--- config.mk ---
export PLATFORM = sky130hd
export DESIGN_NAME = rst_ctrl
export DESIGN_NICKNAME = d
export VERILOG_FILES = /design/src/rtl/rstc_pkg.sv /design/src/rtl/rstc_sync.sv /design/src/rtl/rstc_clkmon.sv /design/src/rtl/rst_ctrl.sv
export SDC_FILE = /design/constraint.sdc
export NUM_CORES = 1
export LEC_CHECK = 0
export ABC_AREA = 1
export BUFFER_PORTS_ARGS = -buffer_cell sky130_fd_sc_hd__clkbuf_2
export CAP_MARGIN = 20
export CORE_UTILIZATION = 56
export DETAILED_ROUTE_END_ITERATION = 12
export PLACE_DENSITY = 0.79
export SKIP_LAST_GASP = 1
export SLEW_MARGIN = 40
export SYNTH_ARGS = -nofsm -noshare
export SYNTH_HDL_FRONTEND = slang
export SYNTH_SLANG_ARGS = --single-unit
--- constraint.sdc ---
create_clock -name ref_clk -period 1.8 [get_ports ref_clk]
set_input_delay 0.36 -clock ref_clk [delete_from_list [all_inputs] [get_ports ref_clk]]
set_output_delay 0.36 -clock ref_clk [all_outputs]
set_load 0.03 [all_outputs]
--- src/rtl/rstc_pkg.sv ---
`timescale 1ns/1ps
package rstc_pkg;

    typedef struct packed {
        logic pin;
        logic sup;
        logic mcd;
        logic cmp;
    } src_t;

    localparam int SRC_PIN_BIT  = 0;
    localparam int SRC_SUP_BIT  = 1;
    localparam int SRC_MCD_BIT  = 2;
    localparam int SRC_CMP_BIT  = 5;
    localparam int SUP_EN_BIT   = 7;
    localparam int SUP_STAT_BIT = 6;

    // fixed priority: pin > supply > clock stall > comparator
    function automatic src_t pick_winner(input src_t act);
        src_t w;
        w = '0;
        if (act.pin)      w.pin = 1'b1;
        else if (act.sup) w.sup = 1'b1;
        else if (act.mcd) w.mcd = 1'b1;
        else if (act.cmp) w.cmp = 1'b1;
        return w;
    endfunction

endpackage

--- src/rtl/rstc_sync.sv ---
`timescale 1ns/1ps
module rstc_sync #(
    parameter int          WIDTH   = 1,
    parameter int          STAGES  = 2,
    parameter logic [WIDTH-1:0] RST_VAL = '0
) (
    input  logic             clk,
    input  logic             arst_n,
    input  logic [WIDTH-1:0] d,
    output logic [WIDTH-1:0] q
);
    logic [STAGES-1:0][WIDTH-1:0] stg_d, stg_q;

    always_comb begin
        stg_d[0] = d;
        for (int s = 1; s < STAGES; s++) stg_d[s] = stg_q[s-1];
    end

    always_ff @(posedge clk or negedge arst_n) begin
        if (!arst_n) stg_q <= {STAGES{RST_VAL}};
        else         stg_q <= stg_d;
    end

    assign q = stg_q[STAGES-1];
endmodule

--- src/rtl/rstc_clkmon.sv ---
`timescale 1ns/1ps
module rstc_clkmon #(
    parameter int LIMIT  = 5000,
    parameter int STAGES = 2
) (
    input  logic clk,
    input  logic arst_n,
    input  logic en,
    input  logic mon_clk,
    output logic stuck
);
    localparam int CW = $clog2(LIMIT + 1);
    localparam logic [CW-1:0] LIM_V = CW'(LIMIT);

    typedef struct packed {
        logic          prev;
        logic [CW-1:0] cnt;
    } mon_st_t;

    mon_st_t st_d, st_q;
    logic    mon_s;

    rstc_sync #(.WIDTH(1), .STAGES(STAGES), .RST_VAL(1'b0)) u_sync (
        .clk(clk), .arst_n(arst_n), .d(mon_clk), .q(mon_s)
    );

    always_comb begin
        st_d      = st_q;
        st_d.prev = mon_s;
        if (!en || (mon_s != st_q.prev)) st_d.cnt = '0;
        else if (st_q.cnt != LIM_V)      st_d.cnt = st_q.cnt + 1'b1;
    end

    always_ff @(posedge clk or negedge arst_n) begin
        if (!arst_n) st_q <= '0;
        else         st_q <= st_d;
    end

    assign stuck = en && (st_q.cnt == LIM_V);
endmodule

--- src/rtl/rst_ctrl.sv ---
`timescale 1ns/1ps
module rst_ctrl
    import rstc_pkg::*;
#(
    parameter int HOLD_CYC    = 16,
    parameter int MCD_LIMIT   = 5000,
    parameter int SYNC_STAGES = 2
) (
    input  logic       ref_clk,
    input  logic       por_n,
    input  logic       ext_rst_n,
    input  logic       sys_clk,
    input  logic       vdd_ok,
    input  logic       cmp_out,
    input  logic       wr_en,
    input  logic       wr_sel,
    input  logic [7:0] wr_data,
    input  logic       rd_sel,
    output logic [7:0] rd_data,
    output logic       sys_rst
);
    localparam int HCW = $clog2(HOLD_CYC) + 1;
    localparam logic [HCW-1:0] HOLD_LAST = HCW'(HOLD_CYC - 1);

    typedef struct packed {
        logic           in_rst;
        logic [HCW-1:0] cnt;
        src_t           cause;
        logic           mcd_en;
        logic           cmp_en;
        logic           sup_sel;
        logic           sup_en;
    } ctl_st_t;

    ctl_st_t    st_d, st_q;
    logic [2:0] lvl_s;
    logic       pin_s, vdd_s, cmp_s;
    logic       mcd_stuck;
    src_t       act;
    logic       any_act;
    logic       unused_wr;

    assign unused_wr = ^{wr_data[6], wr_data[4:3], wr_data[0]};

    rstc_sync #(.WIDTH(3), .STAGES(SYNC_STAGES), .RST_VAL(3'b111)) u_lvl_sync (
        .clk(ref_clk), .arst_n(por_n),
        .d({ext_rst_n, vdd_ok, cmp_out}), .q(lvl_s)
    );
    assign {pin_s, vdd_s, cmp_s} = lvl_s;

    rstc_clkmon #(.LIMIT(MCD_LIMIT), .STAGES(SYNC_STAGES)) u_clkmon (
        .clk(ref_clk), .arst_n(por_n), .en(st_q.mcd_en),
        .mon_clk(sys_clk), .stuck(mcd_stuck)
    );

    assign sys_rst = st_q.in_rst | ~ext_rst_n | ~por_n;

    always_comb begin
        act.pin = ~pin_s;
        act.sup = st_q.sup_en & st_q.sup_sel & ~vdd_s;
        act.mcd = mcd_stuck;
        act.cmp = st_q.cmp_en & ~cmp_s;
        any_act = |act;
    end

    always_comb begin
        st_d = st_q;
        if (any_act) begin
            st_d.in_rst = 1'b1;
            st_d.cnt    = '0;
            if (!st_q.in_rst) begin
                st_d.cause = pick_winner(act);
                if (act.pin) begin
                    st_d.mcd_en  = 1'b0;
                    st_d.cmp_en  = 1'b0;
                    st_d.sup_sel = 1'b0;
                end
            end
        end else if (st_q.in_rst) begin
            if (st_q.cnt == HOLD_LAST) st_d.in_rst = 1'b0;
            else                       st_d.cnt    = st_q.cnt + 1'b1;
        end else if (wr_en && !sys_rst) begin
            if (!wr_sel) begin
                st_d.sup_sel = wr_data[SRC_SUP_BIT];
                st_d.mcd_en  = wr_data[SRC_MCD_BIT];
                st_d.cmp_en  = wr_data[SRC_CMP_BIT];
            end else begin
                st_d.sup_en  = wr_data[SUP_EN_BIT];
            end
        end
    end

    always_ff @(posedge ref_clk or negedge por_n) begin
        if (!por_n) begin
            st_q        <= '0;
            st_q.in_rst <= 1'b1;
        end else begin
            st_q        <= st_d;
        end
    end

    always_comb begin
        rd_data = '0;
        if (rd_sel) begin
            rd_data[SUP_EN_BIT]   = st_q.sup_en;
            rd_data[SUP_STAT_BIT] = vdd_s;
        end else begin
            rd_data[SRC_PIN_BIT] = st_q.cause.pin;
            rd_data[SRC_SUP_BIT] = st_q.cause.sup;
            rd_data[SRC_MCD_BIT] = st_q.cause.mcd;
            rd_data[SRC_CMP_BIT] = st_q.cause.cmp;
        end
    end
endmodule

== Yosys cells after proc, flatten, opt, wreduce, memory -nomap -nowiden ==
Index checks and enable logic that the tools add are counted.

* Reduce and logical (&&, ||, !) cells: 13
* Mux-type cells: 23
* Equal/unequal tests: 7
* Add/subtract/negate cells: 2
* Bitwise gates (word level): 12

{| class="wikitable"
|+ Operators with widths
! operator !! number
|-
| 13-bit 2-to-1 mux || 2
|-
| 3-bit 2-to-1 mux || 6
|-
| 13-bit by 1-bit adder with 13-bit output, second input constant || 1
|-
| 13-bit == test, second input constant || 1
|-
| 13-bit inequality test, second input constant || 1
|-
| 6-bit 2-to-1 mux || 2
|-
| 1-bit 2-to-1 mux || 8
|-
| 4-bit 2-to-1 mux || 2
|-
| 4-bit AND reduction || 2
|-
| 1-bit NOT || 7
|-
| 2-bit nonzero test || 3
|-
| 5-bit by 1-bit adder with 5-bit output, second input constant || 1
|-
| 5-bit by 4-bit == test with 1-bit output, second input constant || 1
|-
| 5-bit 2-to-1 mux || 1
|-
| 2-bit 2-to-1 mux || 2
|-
| 2-bit inequality test, second input constant || 2
|-
| 2-bit AND reduction || 2
|-
| 4-bit OR reduction || 1
|-
| 1-bit AND || 3
|-
| 1-bit logical AND || 2
|-
| 1-bit logical NOT || 2
|-
| 2-bit by 1-bit inequality test with 1-bit output, second input constant || 1
|-
| 1-bit bitwise OR || 2
|-
| 1-bit logical OR || 1
|-
| 1-bit inequality test || 1
|}

* Register bits after elaboration: 36
* Output and inout bits: 9
* Input bits: 17
* Word-level logic and storage cells: 73

== Logic depth before layout (Yosys ltp) ==
* Depth in word-level cells: 8
* Mapped depth: 12
* Mapped depth without buffers: 12

== Cells and area by module ==
From an unflattened synthesis, not the netlist that was laid out.

* Cells, all modules: 239
* Area total of the unflattened synthesis: 1,891.8 um^2

{| class="wikitable"
|+ By module, submodules not included
! module !! sequential area each (um^2) !! times used !! cells an instance !! area an instance (um^2)
|-
| rstc_clkmon || 350.3 || 1 || 131 || 899.6
|-
| rst_ctrl || 351.6 || 1 || 100 || 784.5
|-
| rstc_sync at u_lvl_sync || 157.7 || 1 || 6 || 157.7
|-
| rstc_sync at u_clkmon.u_sync || 50.0 || 1 || 2 || 50.0
|}

== Worst setup path after synthesis ==
OpenSTA, ideal clock, no wires.

* Kind: reg-to-reg
* From: register st_q[8] (netlist name)
* To: register st_q[12] (netlist name)
* Arrival: 1.593 ns
* Setup time: 0.077 ns
* Cell stages (with the launch flop): 8
* Setup slack: 0.129 ns
* Clock period less this slack: 1.671 ns
* Required time: 1.723 ns
* Buffers on the path: 0
* Cells stage by stage: dfrtp_1 > ha_1 > and3_1 > ha_1 > nor2_1 > inv_1 > or2_0 > a21oi_1

* Longest elaborated chain between the ends: 4
* Elaborated cells between the ends (all ways): 7
* Classes of those cells: 1 x add/sub; 2 x eq/ne; 3 x mux; 1 x reduce/logical

{| class="wikitable"
|+ Ends and longest elaborated chain
! item !! line !! RTL
|-
| start: declaration || rst_ctrl.sv:35 || <nowiki>ctl_st_t st_d, st_q;</nowiki>
|-
| start signal: assignment || rst_ctrl.sv:98 || <nowiki>st_q <= st_d;</nowiki>
|-
| 5-bit by 1-bit adder with 5-bit output || rst_ctrl.sv:81 || <nowiki>else st_d.cnt = st_q.cnt + 1'b1;</nowiki>
|-
| 5-bit 2-to-1 mux || rst_ctrl.sv:80 || <nowiki>if (st_q.cnt == HOLD_LAST) st_d.in_rst = 1'b0;</nowiki>
|-
| 6-bit 2-to-1 mux || rst_ctrl.sv:79 || <nowiki>end else if (st_q.in_rst) begin</nowiki>
|-
| 6-bit 2-to-1 mux || rst_ctrl.sv:68 || <nowiki>if (any_act) begin</nowiki>
|}

Parallel ways exist; a longest one is shown, timed or not. The select of a mux whose other input is x is not followed.
A chain may end at the register's enable or synchronous reset.

== Final worst setup path ==
Ends and elaborated chain as after synthesis.

==> results_dict.tcl <==
set metrics [dict create \
    path_max_fanout 4 \
    grt_max_degree 37 \
    ctsHoldBuffers 0 \
    crit_top_cell "ha_1" \
    reg2reg_to "st_q[12]$_DFFE_PN0P_" \
    hold_viol_final 0 \
    synthToLayoutAreaGrowth_pct 13.3 \
    synth_mux_area_frac 0.00569 \
    peakVddDrop_uv 484 \
    required_ns 2.08 \
    synth-xor-area-share 0.0199 \
    cp-end-kind "flop" \
    synth-simple-area-share 0.288 \
    yosysSeqAreaShare 0.517 \
    fmaxAchievable_mhz 602 \
    path_cells "ha_1, and3_1, ha_1, nor2_2, inv_1, or2_0, a21oi_1" \
    final-max-slew-violation-count 0 \
    rows 19 \
    crit_path_start_kind "flop" \
    maxCapViolCount 0 \
    drc 2 \
    cts_buffers 5 \
    cpMaxStageDelayCell "dfrtp_1" \
    yosys_warnings 0 \
    dieArea_sq_mm 0.00337 \
    finalPower_mw 1.46 \
    pin_count 26 \
    synth_top_family_by_area "simple AND/OR/NAND/NOR gates" \
    fin_crit_ns 1.66 \
    violations "DRC" \
    p_leak_nw 1.01 \
    synth_compound_area_frac 0.0569 \
    antenna_left 0 \
    die_h_um 58.0 \
    die_w_um 58.0 \
    antenna_found_initial 0 \
    htreeDepth 2 \
    synthDistinctLibCells 30 \
    hold_depth 1 \
    final_cell_mix "46 x nand2_1, 31 x inv_1, 29 x dfrtp_1" \
    r2r-start "st_q[8]$_DFFE_PN0P_" \
    setup_viol 0 \
    port_buffers 19 \
    holdCritStartpoint "cmp_out" \
    r2r_slack_ns 0.14 \
    dpl-instance-area_sq_mm 0.00191 \
    synth_fa_ha_area_frac 0.0285 \
    critPathMaxStageDelay_ns 0.42 \
    nets 258 \
    skew_ns 0.0120 \
    fill_cells 223 \
    outcome "finished with violations" \
    clk_pin_slew_ns 0.11 \
    cts-root-buf "clkbuf_4" \
    rsz0062_at_grt "true" \
    drive_gt1_frac 0.210 \
    rr_worst_depth 7 \
    crit_buf_inv 1 \
    wire_per_inst_um 11.4 \
    core-area_sq_mm 0.00285 \
    cts_sinks 36 \
    start_util 0.616 \
    place.detailed.hpwl_um 2260 \
    viasPerCell 4.97 \
    multiInputGateArea_sq_um 711 \
    whs_endpoint "u_lvl_sync.stg_d[3]$_DFF_PN1_" \
    grt_pass1_vias 1222 \
    final_common_cell "nand2_1" \
    grt_pass1_wl_um 5210 \
    cp_top_family "simple AND/OR/NAND/NOR gates" \
    seq_area_sq_um 910 \
    clock_path_buffers 2 \
    grt_use_total 0.209 \
    fin_crit_sh 0.923 \
    overflow 0 \
    gp_congestion 0.865 \
    worst_ep_arrival_time_ns 1.94 \
    postSynthCellCount 208 \
    synth-seq-cells 36 \
    final_cell_area_sq_mm 0.00199 \
    drtIter0Drc 52 \
    synth_area_sq_mm 0.00176 \
    first_pass_iters 10 \
    cts_tree "done" \
    vias 1337 \
    power_density_mw_per_mm2 735 \
    crit_type "reg -> reg" \
    syn_area_per_cell_sq_um 8.45 \
    diodes 0 \
    drt-total-wl_um 3070 \
    hp-class "in -> reg" \
    clk-insertion-delay-late_ns 0.34 \
]
-- cell usage after synthesis --
master | instances | area, sq um
nand2_1 | 46 | 173
inv_1 | 31 | 116
dfrtp_1 | 29 | 726
nor2_1 | 28 | 105
nand3_1 | 13 | 65.1
a21oi_1 | 9 | 45.0
o21ai_0 | 8 | 40.0
dfstp_2 | 7 | 184
ha_1 | 4 | 50.1
nor3_1 | 4 | 20.0
nor2_2 | 3 | 18.8
xor2_1 | 3 | 26.3
buf_4 | 2 | 15.0
inv_2 | 2 | 7.51
nand2_4 | 2 | 22.5
nand4_1 | 2 | 12.5
nor2_4 | 2 | 22.5
a2bb2oi_1 | 1 | 8.76
a31oi_1 | 1 | 6.26
and3_1 | 1 | 6.26
buf_2 | 1 | 5.00
conb_1 | 1 | 3.75
mux2i_1 | 1 | 10.0
nand3_4 | 1 | 17.5
nand3b_1 | 1 | 7.51
nor3_4 | 1 | 16.3
nor4_1 | 1 | 6.26
or2_0 | 1 | 6.26
or2_1 | 1 | 6.26
xnor2_1 | 1 | 8.76
-- cell type report --
| type | count | area share |
|---|---|---|
| sequential | 36 | 0.457 |
| multi-input combinational | 137 | 0.357 |
| timing repair buffer | 24 | 0.0666 |
| inverter | 33 | 0.0622 |
| clock buffer | 6 | 0.0207 |
| tap | 31 | 0.0195 |
| clock inverter | 2 | 0.0176 |
-- worst reg2reg max path: stages (launching register included) --
cell	delay [ns]
dfrtp_1	0.42
ha_1	0.22
and3_1	0.18
ha_1	0.18
nor2_2	0.17
inv_1	0.08
or2_0	0.20
a21oi_1	0.14
-- repair_timing --
| action | CTS | global route |
|---|---|---|
| hold endpoints to repair | 0 | 0 |
| buffers inserted | 0 | 1 |
| setup endpoints to repair | 0 | 3 |
| resized for setup | 0 | 1 |
-- cell families (layout without fill, tap and decap cells) --
| family | count (synthesis) | after routing |
|---|---|---|
| compound gates | 19 | 19 |
| xor+xnor | 4 | 4 |
| fa+ha+maj | 4 | 4 |
| buf+inv | 36 | 65 |
| flops | 36 | 36 |
| mux | 1 | 1 |
| other cells | 1 | 2 |
| simple gates | 107 | 107 |
-- worst max-delay path by stage --
stage                                 start                    to  slack [ns]  cells past startpoint
4_1_cts                 st_q[8]$_DFFE_PN0P_  st_q[12]$_DFFE_PN0P_        0.11                      7
3_5_place_dp            st_q[8]$_DFFE_PN0P_  st_q[12]$_DFFE_PN0P_        0.11                      7
2_1_floorplan           st_q[8]$_DFFE_PN0P_  st_q[12]$_DFFE_PN0P_        0.13                      7
6_report                st_q[8]$_DFFE_PN0P_  st_q[12]$_DFFE_PN0P_        0.14                      7
5_1_grt        u_clkmon.st_q[0]$_DFFE_PN0P_   st_q[3]$_DFFE_PN0P_       -0.03                     11
3_3_place_gp            st_q[8]$_DFFE_PN0P_  st_q[12]$_DFFE_PN0P_        0.16                      7
-- power by group --
| part | internal [mW] | switching, mW |
|---|---|---|
| registers | 0.830 | 0.00845 |
| clock network | 0.291 | 0.265 |
| logic | 0.0221 | 0.0474 |
| total | 1.14 | 0.321 |
-- per-layer routing --
layer,wire (um),track usage,part of all wire
met3,123,0.0603,0.040
met2,1420,0.322,0.46
met1,1470,0.277,0.48
met5,0,0,0
met4,55,0.0918,0.018
-- sequential cells by signal, indices dropped and copies added, names as in the netlist --
register,count
u_clkmon.st_q,14
u_lvl_sync.q,3
st_q,14
u_clkmon.u_sync.stg_d,1
u_clkmon.u_sync.q,1
u_lvl_sync.stg_d,3
-- metrics by stage --
stage          setup slack, ns  TNS (ns)  hold WS [ns]  cells   util
6_report                 0.138         0        0.0816    269  0.698
5_1_grt                -0.0271   -0.0391        0.0633    269  0.698
4_1_cts                  0.105         0        0.0670    268  0.695
3_5_place_dp             0.106         0         0.336    260  0.668
3_3_place_gp             0.162         0         0.334    260  0.668
2_1_floorplan            0.129         0        0.0644    209      -
Note: power is estimated with default switching activity, not from simulation.
